File: src/rtl/smbus_host_pkg.sv
package smbus_host_pkg;

   typedef enum logic [3:0] {
      OP_QUICK  = 4'd0,
      OP_SEND   = 4'd1,
      OP_RECV   = 4'd2,
      OP_WRBYTE = 4'd3,
      OP_RDBYTE = 4'd4,
      OP_WRWORD = 4'd5,
      OP_RDWORD = 4'd6,
      OP_PCALL  = 4'd7,
      OP_BLKWR  = 4'd8,
      OP_BLKRD  = 4'd9
   } smb_op_e;

   typedef enum logic [2:0] {
      PR_START  = 3'd0,
      PR_RSTART = 3'd1,
      PR_STOP   = 3'd2,
      PR_WRITE  = 3'd3,
      PR_READ   = 3'd4
   } prim_e;

   typedef enum logic [1:0] {
      ER_NONE  = 2'd0,
      ER_NACK  = 2'd1,
      ER_COUNT = 2'd2,
      ER_PEC   = 2'd3
   } err_e;

   typedef enum logic [3:0] {
      ST_IDLE, ST_START, ST_ADDRW, ST_CMD, ST_WCNT, ST_WDATA, ST_RSTART,
      ST_ADDRR, ST_RCNT, ST_RDATA, ST_PECTX, ST_PECRX, ST_STOP, ST_DONE
   } seq_st_e;

endpackage

File: src/rtl/smbus_pec_crc.sv
module smbus_pec_crc #(
   parameter int         W    = 8,
   parameter logic [W-1:0] POLY = 8'h07
)(
   input  logic         clk,
   input  logic         rst_n,
   input  logic         clr,
   input  logic         en,
   input  logic [W-1:0] din,
   output logic [W-1:0] crc
);

   if (W < 2) begin : g_bad_width
      $error("smbus_pec_crc: W must be at least 2");
   end

   // One byte, most significant bit first.
   function automatic logic [W-1:0] crc_step(input logic [W-1:0] c, input logic [W-1:0] d);
      logic [W-1:0] r;
      r = c;
      for (int i = W - 1; i >= 0; i--) begin
         if (r[W-1] ^ d[i]) r = (r << 1) ^ POLY;
         else               r = r << 1;
      end
      return r;
   endfunction

   always_ff @(posedge clk or negedge rst_n) begin
      if (!rst_n)  crc <= '0;
      else if (clr) crc <= '0;
      else if (en)  crc <= crc_step(crc, din);
   end

endmodule

File: src/rtl/smbus_byte_ctr.sv
module smbus_byte_ctr #(
   parameter int IW = 6
)(
   input  logic          clk,
   input  logic          rst_n,
   input  logic          load,
   input  logic [IW-1:0] len,
   input  logic          step,
   output logic [IW-1:0] idx,
   output logic          last
);

   logic [IW-1:0] len_q;

   always_ff @(posedge clk or negedge rst_n) begin
      if (!rst_n) begin
         idx   <= '0;
         len_q <= '0;
      end else if (load) begin
         idx   <= '0;
         len_q <= len;
      end else if (step) begin
         idx   <= idx + IW'(1);
      end
   end

   assign last = (idx == len_q - IW'(1));

endmodule

File: src/rtl/smbus_host_seq.sv
module smbus_host_seq
   import smbus_host_pkg::*;
#(
   parameter int         MAX_BLOCK = 32,
   parameter bit         PEC_EN    = 1'b1,
   parameter logic [7:0] PEC_POLY  = 8'h07,
   localparam int        IW        = $clog2(MAX_BLOCK + 1)
)(
   input  logic          clk,
   input  logic          rst_n,
   input  logic          start,
   input  logic [3:0]    cmd_op,
   input  logic [6:0]    cmd_addr,
   input  logic [7:0]    cmd_code,
   input  logic [IW-1:0] cmd_count,
   input  logic          cmd_pec,
   output logic [IW-1:0] wr_idx,
   input  logic [7:0]    wr_byte,
   output logic          prim_req,
   output logic [2:0]    prim_op,
   output logic [7:0]    prim_wdata,
   output logic          prim_nack,
   input  logic          prim_done,
   input  logic          prim_ack,
   input  logic [7:0]    prim_rdata,
   output logic          rd_valid,
   output logic [IW-1:0] rd_idx,
   output logic [7:0]    rd_byte,
   output logic          busy,
   output logic          done,
   output logic [1:0]    err
);

   if (MAX_BLOCK < 1 || MAX_BLOCK > 255) begin : g_bad_max
      $error("smbus_host_seq: MAX_BLOCK must lie in 1..255");
   end

   seq_st_e       st, st_nx;
   smb_op_e       op_q, op_in;
   err_e          err_q, err_nx;
   logic [6:0]    addr_q;
   logic [7:0]    code_q;
   logic [IW-1:0] cnt_q;
   logic          pec_q;
   logic [7:0]    crc;
   logic          accept, is_wr_step, crc_en, rcnt_ok;
   logic          ctr_load, ctr_step, ctr_last;
   logic [IW-1:0] ctr_len, ctr_idx, wlen_in, rlen;
   seq_st_e       wr_tail;

   assign op_in   = smb_op_e'(cmd_op);
   assign accept  = (st == ST_IDLE) && start;
   assign rcnt_ok = (prim_rdata != 8'd0) && (prim_rdata <= 8'(MAX_BLOCK));
   assign wr_tail = pec_q ? ST_PECTX : ST_STOP;

   assign is_wr_step = (st == ST_ADDRW) || (st == ST_ADDRR) || (st == ST_CMD) ||
                       (st == ST_WCNT)  || (st == ST_WDATA) || (st == ST_PECTX);

   // Write length comes from the command inputs while they are accepted.
   always_comb begin
      case (op_in)
         OP_WRWORD, OP_PCALL: wlen_in = IW'(2);
         OP_BLKWR:            wlen_in = cmd_count;
         default:             wlen_in = IW'(1);
      endcase
      rlen = (op_q == OP_RDWORD || op_q == OP_PCALL) ? IW'(2) : IW'(1);
   end

   always_comb begin
      st_nx  = st;
      err_nx = err_q;
      unique case (st)
         ST_IDLE: if (start) st_nx = ST_START;
         ST_DONE: st_nx = ST_IDLE;
         default: if (prim_done) begin
            if (is_wr_step && !prim_ack) begin
               st_nx  = ST_STOP;
               err_nx = ER_NACK;
            end else begin
               case (st)
                  ST_START:  st_nx = (op_q == OP_RECV) ? ST_ADDRR : ST_ADDRW;
                  ST_ADDRW:  st_nx = (op_q == OP_QUICK) ? ST_STOP :
                                     (op_q == OP_SEND)  ? ST_WDATA : ST_CMD;
                  ST_CMD: begin
                     case (op_q)
                        OP_BLKWR:                       st_nx = ST_WCNT;
                        OP_WRBYTE, OP_WRWORD, OP_PCALL: st_nx = ST_WDATA;
                        default:                        st_nx = ST_RSTART;
                     endcase
                  end
                  ST_WCNT:   st_nx = (cnt_q == '0) ? wr_tail : ST_WDATA;
                  ST_WDATA:  if (ctr_last) st_nx = (op_q == OP_PCALL) ? ST_RSTART : wr_tail;
                  ST_RSTART: st_nx = ST_ADDRR;
                  ST_ADDRR:  st_nx = (op_q == OP_BLKRD) ? ST_RCNT : ST_RDATA;
                  ST_RCNT: begin
                     if (rcnt_ok) st_nx = ST_RDATA;
                     else begin
                        st_nx  = ST_STOP;
                        err_nx = ER_COUNT;
                     end
                  end
                  ST_RDATA:  if (ctr_last) st_nx = pec_q ? ST_PECRX : ST_STOP;
                  ST_PECTX:  st_nx = ST_STOP;
                  ST_PECRX: begin
                     st_nx = ST_STOP;
                     if (prim_rdata != crc) err_nx = ER_PEC;
                  end
                  ST_STOP:   st_nx = ST_DONE;
                  default:   st_nx = st;
               endcase
            end
         end
      endcase
   end

   always_ff @(posedge clk or negedge rst_n) begin
      if (!rst_n) begin
         st       <= ST_IDLE;
         err_q    <= ER_NONE;
         op_q     <= OP_QUICK;
         addr_q   <= '0;
         code_q   <= '0;
         cnt_q    <= '0;
         pec_q    <= 1'b0;
         rd_valid <= 1'b0;
         rd_idx   <= '0;
         rd_byte  <= '0;
      end else begin
         st       <= st_nx;
         err_q    <= accept ? ER_NONE : err_nx;
         rd_valid <= prim_done && (st == ST_RDATA);
         if (prim_done && st == ST_RDATA) begin
            rd_idx  <= ctr_idx;
            rd_byte <= prim_rdata;
         end
         if (accept) begin
            op_q   <= op_in;
            addr_q <= cmd_addr;
            code_q <= cmd_code;
            cnt_q  <= cmd_count;
            pec_q  <= cmd_pec && PEC_EN && (op_in != OP_QUICK);
         end
      end
   end

   // Shared byte counter: write phase, then reloaded for the read phase.
   assign ctr_load = accept ||
                     (prim_done && st == ST_ADDRR && op_q != OP_BLKRD) ||
                     (prim_done && st == ST_RCNT);
   assign ctr_len  = accept ? wlen_in : (st == ST_RCNT) ? prim_rdata[IW-1:0] : rlen;
   assign ctr_step = prim_done && (st == ST_WDATA || st == ST_RDATA);

   smbus_byte_ctr #(.IW(IW)) i_ctr (
      .clk  (clk),
      .rst_n(rst_n),
      .load (ctr_load),
      .len  (ctr_len),
      .step (ctr_step),
      .idx  (ctr_idx),
      .last (ctr_last)
   );

   assign crc_en = prim_done &&
                   (st == ST_ADDRW || st == ST_ADDRR || st == ST_CMD || st == ST_WCNT ||
                    st == ST_WDATA || st == ST_RCNT  || st == ST_RDATA);

   if (PEC_EN) begin : g_pec
      smbus_pec_crc #(.W(8), .POLY(PEC_POLY)) i_crc (
         .clk  (clk),
         .rst_n(rst_n),
         .clr  (accept),
         .en   (crc_en),
         .din  ((prim_op == PR_READ) ? prim_rdata : prim_wdata),
         .crc  (crc)
      );
   end else begin : g_nopec
      assign crc = '0;
   end

   always_comb begin
      prim_req   = (st != ST_IDLE) && (st != ST_DONE);
      prim_nack  = 1'b0;
      prim_wdata = '0;
      case (st)
         ST_START:  prim_op = PR_START;
         ST_RSTART: prim_op = PR_RSTART;
         ST_STOP:   prim_op = PR_STOP;
         ST_RCNT, ST_RDATA, ST_PECRX: prim_op = PR_READ;
         default:   prim_op = PR_WRITE;
      endcase
      case (st)
         ST_ADDRW:  prim_wdata = {addr_q, (op_q == OP_QUICK) ? code_q[0] : 1'b0};
         ST_ADDRR:  prim_wdata = {addr_q, 1'b1};
         ST_CMD:    prim_wdata = code_q;
         ST_WCNT:   prim_wdata = 8'(cnt_q);
         ST_WDATA:  prim_wdata = wr_byte;
         ST_PECTX:  prim_wdata = crc;
         ST_RDATA:  prim_nack  = ctr_last && !pec_q;
         ST_PECRX:  prim_nack  = 1'b1;
         default:   prim_wdata = '0;
      endcase
   end

   assign wr_idx = ctr_idx;
   assign busy   = (st != ST_IDLE);
   assign done   = (st == ST_DONE);
   assign err    = err_q;

endmodule

File: config.mk
export PLATFORM = sky130hd
export DESIGN_NAME = smbus_host_seq
export DESIGN_NICKNAME = d
export VERILOG_FILES = /design/src/rtl/smbus_host_pkg.sv /design/src/rtl/smbus_pec_crc.sv /design/src/rtl/smbus_byte_ctr.sv /design/src/rtl/smbus_host_seq.sv
export SDC_FILE = /design/constraint.sdc
export NUM_CORES = 1
export LEC_CHECK = 0
export ABC_AREA = 1
export BUFFER_PORTS_ARGS = -buffer_cell sky130_fd_sc_hd__buf_2
export CAP_MARGIN = 20
export CORE_UTILIZATION = 61
export DETAILED_ROUTE_END_ITERATION = 16
export PLACE_DENSITY = 0.87
export SLEW_MARGIN = 20
export SYNTH_ARGS = -nofsm -noshare
export SYNTH_HDL_FRONTEND = slang
export SYNTH_HIERARCHICAL = 1
export SYNTH_SLANG_ARGS = --single-unit
File: constraint.sdc
create_clock -name clk -period 7.1 [get_ports clk]
set_clock_uncertainty 0.15 [all_clocks]
set_input_delay 0.71 -clock clk [delete_from_list [all_inputs] [get_ports clk]]
set_output_delay 0.71 -clock clk [all_outputs]
set_load 0.005 [all_outputs]
**Word-level counts from Yosys, hierarchy flattened**

Cells that the tools add are included.

- Register bits: 67
- Input bits: 47
- Output and inout port bits: 38
- Logic and storage cells: 170

- Add/sub/neg operators: 2
- Order comparisons: 1
- Eq/ne operators: 35
- Multiplexer cells: 59
- Bitwise gates (word level): 16
- Reductions and logical operators: 44

Operator list:

| operator | number |
|---|---|
| 8-bit 2-to-1 mux | 17 |
| 8-bit one-hot mux with 6 select lines | 1 |
| 4-bit one-hot mux with 11 select lines | 1 |
| 3-bit 2-to-1 mux | 13 |
| 4-bit by 3-bit == test with 1-bit output (second input constant) | 9 |
| 4-bit == test (second input constant) | 9 |
| 4-bit 2-to-1 mux | 8 |
| 6-bit 2-to-1 mux | 4 |
| 3-bit inverter | 8 |
| 4-bit by 2-bit == test with 1-bit output (second input constant) | 4 |
| 4-bit != test (second input constant) | 4 |
| 2-bit 2-to-1 mux | 7 |
| 14-bit nonzero test | 1 |
| 1-bit logical AND | 12 |
| 3-bit one-hot mux with 4 select lines | 1 |
| 6-bit one-hot mux with 2 select lines | 1 |
| 4-bit nonzero test | 3 |
| 1-bit logical OR | 11 |
| 5-bit AND reduction | 2 |
| 4-bit by 1-bit == test with 1-bit output (second input constant) | 2 |
| 8-bit by 6-bit <= comparator with 1-bit output (second input constant) | 1 |
| 4-bit zero test | 2 |
| 8-bit != test | 1 |
| 2-bit one-hot mux with 2 select lines | 2 |
| other kinds (19) | 33 |

**Longest topological paths before layout**

Gate-level depths: netlist of run 1.

- Word-level depth: 38
- Depth in mapped cells: 19
- Depth with buffers taken out: 19

**Cells and area by module**

Netlist of run 1, hierarchy kept.

By module, submodules not included:

| module | instances | cells an instance | area an instance (um^2) | sequential area each (um^2) |
|---|---|---|---|---|
| smbus_host_seq | 1 | 449 | 3047.9 | 1176.1 |
| smbus_byte_ctr | 1 | 107 | 739.5 | 300.3 |
| smbus_pec_crc | 1 | 102 | 645.6 | 200.2 |

**Worst setup path after synthesis of run 1**

OpenSTA, ideal clock, no wires.

- Path type: register -> register
- Start: register st[3]
- End: register g_pec.i_crc.crc[2]
- Library setup time: 0.117 ns
- Arrival time: 2.003 ns
- Data required time: 6.833 ns
- Path slack: 4.829 ns
- Stages on the path, launching flop included: 17
- Buffers on the path: 1
- Clock period less this slack: 2.271 ns
- Path through: dfrtp_1 > inv_2 > nand2_1 > nor2_1 > clkbuf_8 > a221oi_1 > o21ai_0 > inv_1 > nand2_1 > nand2_1 > nand2_1 > nand2_2 > nand2_1 > nand2_1 > nand2_1 > nand3_1 > nand2_1

- Longest elaborated chain between the ends: 27
- Elaborated cells on any way between the ends: 56
- Classes of those cells: 13 x eq/ne; 24 x mux; 8 x bitwise; 11 x reduce/logical

Ends and longest elaborated chain:

| item | line | RTL |
|---|---|---|
| from (decl) | smbus_host_seq.sv:38 | `seq_st_e st, st_nx;` |
| from (signal assigned) | smbus_host_seq.sv:129 | `st <= st_nx;` |
| 4-bit == test (on tied branches) | smbus_host_seq.sv:165, smbus_host_seq.sv:184 |  |
| 3-bit OR reduction | smbus_host_seq.sv:184 | `case (st)` |
| 3-bit one-hot mux with 4 select lines | smbus_host_seq.sv:184 |  |
| 3-bit == test | smbus_host_seq.sv:173 | `.din ((prim_op == PR_READ) ? prim_rdata : prim_wdata),` |
| 8-bit 2-to-1 mux | smbus_host_seq.sv:173 |  |
| 1-bit XOR | smbus_pec_crc.sv:22 | `if (r[W-1] ^ d[i]) r = (r << 1) ^ POLY;` |
| 3-bit 2-to-1 mux | smbus_pec_crc.sv:22 |  |
| 8-bit 2-to-1 mux | smbus_pec_crc.sv:31 | `else if (en) crc <= crc_step(crc, din);` |
| (+11 left out) | n/a |  |
| 1-bit XOR / 8-bit 2-to-1 mux (equally long branches) | smbus_pec_crc.sv:22, smbus_pec_crc.sv:31 |  |
| 3-bit 2-to-1 mux / 8-bit 2-to-1 mux (equally long branches) | smbus_pec_crc.sv:22, smbus_pec_crc.sv:30 |  |
| 8-bit 2-to-1 mux | smbus_pec_crc.sv:31 |  |
| 8-bit 2-to-1 mux | smbus_pec_crc.sv:30 | `else if (clr) crc <= '0;` |
| 3-bit inverter (no source line) / 1-bit XOR (equally long branches) | n/a |  |
| 3-bit 2-to-1 mux | smbus_pec_crc.sv:22 |  |
| 8-bit 2-to-1 mux | smbus_pec_crc.sv:31 |  |
| 8-bit 2-to-1 mux | smbus_pec_crc.sv:30 |  |
| to (signal assigned) | smbus_pec_crc.sv:31 |  |
| to (decl) | smbus_pec_crc.sv:10 | `output logic [W-1:0] crc` |

Several ways; a longest one is shown, not always the timed one. The select of a mux whose other input is x is not followed.
A chain may end at the register's enable or synchronous reset.

**Worst setup path in the final report of run 1**

- Start: register st[3]
- End: output prim_wdata[4]

- Longest elaborated chain between the ends: 2
- Elaborated cells on any way between the ends: 7
- Classes of those cells: 6 x eq/ne; 1 x mux

Ends and longest elaborated chain:

| item | line | RTL |
|---|---|---|
| 4-bit == test (tied with other cells) | smbus_host_seq.sv:191 | `case (st)` |
| 8-bit one-hot mux with 6 select lines (*) | smbus_host_seq.sv:191 |  |
| to (decl) | smbus_host_seq.sv:21 | `output logic [7:0] prim_wdata,` |

Mark *: on every way between the ends. The rest lies on a longest branch, timed or not.

==> results of run 1 <==
[state kept, by name (all words and copies together), names as in the netlist]
| name | count |
|---|---|
| code_q | 8 |
| g_pec.i_crc/crc | 8 |
| rd_byte | 8 |
| addr_q | 7 |
| cnt_q | 6 |
| i_ctr/idx | 6 |
| i_ctr/len_q | 6 |
| rd_idx | 6 |
| op_q | 4 |
| st | 4 |
| err | 2 |
| pec_q | 1 |
| rd_valid | 1 |
[area by class of cell]
type | instances | area [µm²]
Inverter | 90 | 338
Timing Repair Buffer | 85 | 428
Clock buffer | 11 | 141
Tap cell | 96 | 120
Sequential cell | 67 | 1680
Clock inverter | 4 | 51.3
Multi-Input combinational cell | 491 | 2340
Fill cell | 569 | 1810
[worst max-delay path: cells and delay by family (launching register included)]
family,cells,cell delay (ns)
DFF,1,0.46
AOI/OAI and AO/OA,2,0.19
and+or+nand+nor,4,1.07
buffers and inverters,2,0.30
[through the flow]
stage               hold WS (ns)  setup slack [ns]
floorplan                  0.264              4.83
global placement           0.298              4.17
detailed placement         0.311              4.10
CTS                        0.329              3.95
global route               0.349              3.74
finish                     0.324              3.88
[worst min path at each step]
stage	from	endpoint	depth (start not counted)
6_report	rd_idx[3]	rd_idx[3]	2
5_1_grt	rd_idx[2]	rd_idx[2]	2
3_3_place_gp	rd_idx[1]	rd_idx[1]	2
3_5_place_dp	rd_idx[2]	rd_idx[2]	2
2_1_floorplan	rst_n	addr_q[0]	0
4_1_cts	rd_idx[2]	rd_idx[2]	2
[cell usage in the layout (no fill, tap or decap), types with 2 or more instances in the layout]
cell type,netlist,layout
nand2_1,253,253
buf_2,4,84
inv_1,79,79
dfrtp_1,67,67
nor2_1,56,56
nand3_1,44,44
o21ai_0,42,42
xnor2_1,13,13
inv_2,10,10
clkbuf_8,1,10
a21oi_1,9,9
o21ai_1,7,7
nor2_4,6,6
nand2_2,6,6
o211ai_1,5,5
nor2_2,5,5
o221ai_1,5,5
o22ai_1,5,5
a211oi_1,4,4
nand4_1,4,4
nor3_1,4,4
a221oi_1,3,3
xor2_1,3,3
nand2_4,2,2
o21ai_2,2,2
ha_1,2,2
[per-layer routing]
layer / vias up / routed length (µm) / GRT usage
met2: 280 / 6480 / 0.607
met3: 47 / 1200 / 0.0645
li1: 2255 / - / -
met1: 2244 / 5480 / 0.475
met5: - / 0 / 0
met4: 0 / 447 / 0.170
[where the power goes]
group	internal [mW]	leakage [nW]	switching, mW	total [mW]
combinational	0.512	1.84	0.964	1.48
sequential	0.545	0.857	0.158	0.703
clock	0.170	0.0954	0.151	0.321
[cell usage after synthesis, drive strengths merged (2+ instances only)]
cell    instances  area share
a31oi           2      0.0028
xor2            4      0.0096
ha              2      0.0056
nand2         261        0.23
nor3            5      0.0068
inv            89       0.075
buf             9       0.016
o221ai          5      0.0099
o22ai           5      0.0071
nand4           5      0.0085
o211ai          5      0.0085
a21oi           9       0.010
xnor2          14       0.029
nand3          45       0.052
dfrtp          67        0.38
a211oi          4      0.0068
o21ai          51       0.059
nor2           67       0.070
a221oi          3      0.0059
[cell families (layout without fill, tap and decap cells)]
logic type | Yosys count | after routing | synth area share
flops | 67 | 67 | 0.378
buf+inv | 100 | 190 | 0.0948
simple gates | 384 | 384 | 0.366
xor+xnor | 18 | 18 | 0.0390
compound gates | 87 | 87 | 0.116
fa+ha+maj | 2 | 2 | 0.00564
==> flow_summary.toml, run 1 <==
[yosys]
synth_async_sr_flop_share = 1.00
yosys.cell_types.count = 39
syn-num-nets = 707
synth_seq_area_share = 0.378
syn_area_um2 = 4430
synth_ff_type = "dfrtp_1"
yosysWarnings = 6
ys_ff_latch = 67
synth_cells = 658
synth.avg_cell_area_um2 = 6.74
synth_edf_count = 0

[status]
status = "completed"

[setup_path]
crit_path_start_kind = "flop"
r2r_slack_ns = 4.10
cp.arrival_ns = 2.36
critPathMaxFanout = 12
r2r-start = "st[3]"
crit_top_cell = "nand2_1"
required_ns = 6.24
cp_slowest_stage_delay_ns = 0.73
r2r_end = "g_pec.i_crc/crc[2]"
critical_path_class = "flop to output pin"
crit_path_cell_trace = "inv_2, nand2_1, nor2_1, nand2_1, nand2_1, a211oi_1, o21ai_0, buf_2"
worstSetupEndpoint = "prim_wdata[4]"
setup.worst_path.end_class = "output pin"
r2r_cells = 14
crit_path_top_delay_cell = "nor2_1"
startpoint = "st[3]"

[final_layout]
fin_nets = 793
design_area_um2 = 5100
layout.cells.non_filler = 844
syn2layout_area_growth_pct = 15.0
final_core_util = 0.738
num_antenna_cells = 0
drive_gt1_frac = 0.182

[placed_design]
dp_cells = 829
dpl-instance-area_um2 = 4900
numPortBuffers = 84
hpwl_um = 10400
gp_congestion = 0.976

[routing]
vias = 4826
wire_per_inst_um = 16.1
drc_errors = 0
antenna_left = 0
wl_um = 13600
drtIter0Drc = 398
dr.pass1.iters = 5
drt-vias-per-instance = 5.72

[cts]
cts_max_level = 3
cts_buffer_depth = 2
cts.sinks = 67
postCtsSetupBuffers = 0
cts_inserted_buffers = 9
cts_tree = "built"
path_clk_slew_ns = 0.07
ctsHoldBuffers = 0
cts_root_buf = "clkbuf_8"
post_cts_resized = 0
clkLatencyLatePin_ns = 0.36

[die]
initial_core_util = 0.642
die_w_um = 87.2
core_area_um2 = 6910
die-area_um2 = 7610
rows = 30
die_h_um = 87.2
io_pins = 85

[timing]
tns_ns = 0
relSlewSlack = 0.389
fin_crit_sh = 0.454
slew_viol_final = 0
final-setup-viol-count = 0
max_freq_ghz = 0.310
rsz0062_at_grt = "no"
tightest_slew_ns = 0.913
finalHoldViolations = 0
finalCriticalPeriod_ns = 3.22

[grt]
antenna_found_initial = 0
grt_pass1_wl_um = 21400
grtUsageTotal = 0.369
grt_pass1_vias = 4548
overflow = 0
grt_max_degree = 68

[power_and_ir_drop]
ir_drop_mv = 0.255
fin_total_pwr_mw = 2.50
p_leak_nw = 2.79
power_density_nw_per_um2 = 490

[run]
maxCapViolCount = 0

[hold_path]
holdCritPathClass = "flop to flop"
No activity file was read; power rests on OpenSTA's default activity.
==> run 2: changes to the inputs <==
- CORE_UTILIZATION: 61 -> 51
- PLACE_DENSITY: 0.87 -> 0.77
- clock period: 7.1 -> 2.6 ns (I/O delays scaled with it)
==> run 2 against run 1 <==
Sequential share of layout area shrank 2.3 points. Clock power grew to 2.6 times the previous value. Wire length shrank 6.6%. Critical path depth grew 6. Utilization shrank 7.8 points. Non-clock buffer count grew 31. Cell area grew 7.4%. Clock-buffer cell count is the same. Global-route usage shrank 7.9 points. Critical path type is now flop to flop. Highest routed layer unchanged.
==> flow_summary.toml, run 2 (synthesis results as in run 1) <==
[power_and_ir_drop]
p_leak_nw = 2.96
power_density_nw_per_um2 = 1270
ir_drop_mv = 0.716
fin_total_pwr_mw = 6.96

[routing]
antenna_left = 0
top_layer_used = "met4"
drtIter0Drc = 244
drc_errors = 0
drt-vias-per-instance = 5.30
wl_um = 12700
vias = 4679
wl_met1_um = 5770
wire_per_inst_um = 14.4
dr.pass1.iters = 6
wl_met3_um = 746
route.met2.wl_um = 5930

[cts]
cts.sinks = 67
cts_inserted_buffers = 9
cts_root_buf = "clkbuf_8"
path_clk_slew_ns = 0.07
clkLatencyLatePin_ns = 0.35
cts_tree = "built"
cts_max_level = 3
cts_buffer_depth = 2

[setup_path]
crit_path_cell_trace = "inv_1, nand2_1, nand2_1, inv_1, nand2_1, nand3_1, xnor2_1, inv_1, nand3_1, nand2_2, inv_1, nand2_1, nand3_1, nand2_1"
cp.arrival_ns = 2.56
cp_top_family = "simple AND/OR/NAND/NOR gates"
critPathMaxFanout = 10
required_ns = 2.69
cp_slowest_stage_delay_ns = 0.44
crit_path_start_kind = "flop"
critical_path_class = "flop to flop"
crit_top_cell = "nand2_1"
setup.worst_path.end_class = "flop"
path_buf_inv = 4
crit_path_top_delay_cell = "dfrtp_1"

[final_layout]
num_antenna_cells = 0
final_core_util = 0.660
final_cell_mix = "nand2_1 (252), buf_2 (84), inv_1 (79)"
fin_nets = 824
drive_gt1_frac = 0.216
final_common_cell = "nand2_1"
syn2layout_area_growth_pct = 23.5
top_regs = "code_q x8, g_pec.i_crc/crc x8, rd_byte x8"
layout.cells.non_filler = 883
fill_cells = 707

[die]
io_pins = 85
core_area_um2 = 8300
die_h_um = 95.2
die_w_um = 95.2
die-area_um2 = 9070
initial_core_util = 0.534
rows = 33

[timing]
rsz0062_at_grt = "yes"
max_freq_ghz = 0.405
fin_crit_sh = 0.950
slew_viol_final = 0
finalCriticalPeriod_ns = 2.47
finalHoldViolations = 0
tightest_slew_ns = 0.852
relSlewSlack = 0.432
final-setup-viol-count = 0

[grt]
grt_max_degree = 68
grtUsageTotal = 0.290
overflow = 0
grt_pass1_wl_um = 19900
antenna_found_initial = 0
grt_pass1_vias = 4212

[status]
status = "completed"

[placed_design]
dp_cells = 852
gp_congestion = 0.991
numPortBuffers = 84
hpwl_um = 9830

[hold_path]
holdCritPathClass = "input pin to flop"

[run]
maxCapViolCount = 0
-- run 2: layer usage --
layer	vias up	GRT usage
met5	-	0
met4	0	0.111
met3	29	0.0486
met2	177	0.464
met1	2151	0.391
li1	2322	-
-- run 2: power by group --
group / internal (mW) / switching (mW)
registers: 1.49 / 0.415
clock network: 0.456 / 0.391
logic: 1.63 / 2.58
-- run 2: area by class of cell --
| cell class | instances | area, µm² | area share |
|---|---|---|---|
| clock buffers | 11 | 141 | 0.0258 |
| multi-input cells | 491 | 2430 | 0.444 |
| flip-flops and latches | 67 | 1680 | 0.306 |
| repair buffers | 116 | 713 | 0.130 |
| well taps | 105 | 131 | 0.0240 |
| clock inverters | 3 | 40.0 | 0.00731 |
| inverters | 90 | 340 | 0.0621 |
-- run 2: final timing paths --
check	startpoint	end	slack, ns	cells after the start
setup reg to reg	st[0]	g_pec.i_crc/crc[2]	0.13	14
max in group asynchronous	rst_n	st[3]	1.22	3
setup / recovery	st[0]	g_pec.i_crc/crc[2]	0.13	14
min in group asynchronous	rst_n	rd_byte[7]	0.49	3
hold reg to reg	err[1]	err[1]	0.32	2
hold / removal	cmd_pec	pec_q	0.01	3
-- run 2: worst reg2reg max path: stages (launching register included) --
cell	delay, ns
dfrtp_1	0.44
inv_1	0.14
nand2_1	0.14
nand2_1	0.42
inv_1	0.16
nand2_1	0.11
nand3_1	0.09
xnor2_1	0.25
inv_1	0.07
nand3_1	0.10
nand2_2	0.08
inv_1	0.06
nand2_1	0.04
nand3_1	0.06
nand2_1	0.05
-- run 2: through the flow --
step | cell area (µm²) | TNS, ns | setup WS, ns | hold slack, ns
3_5_place_dp | 5030 | -0.216 | -0.0590 | 0.305
3_3_place_gp | 5030 | 0 | 0.0658 | 0.300
5_1_grt | 5480 | -0.0584 | -0.0582 | 0.00416
6_report | 5480 | 0 | 0.131 | 0.0122
2_1_floorplan | 4430 | 0 | 0.329 | -0.186
4_1_cts | 5390 | 0 | 0.0684 | 0.00347
-- run 2: what timing repair did --
| item | 4_1_cts | 5_1_grt |
|---|---|---|
| pin swaps | 0 | 3 |
| endpoints found under the hold margin | 55 | 0 |
| setup buffers | 0 | 1 |
| setup endpoints to repair | 6 | 11 |
| resized for setup | 4 | 20 |
| hold buffers | 16 | 0 |
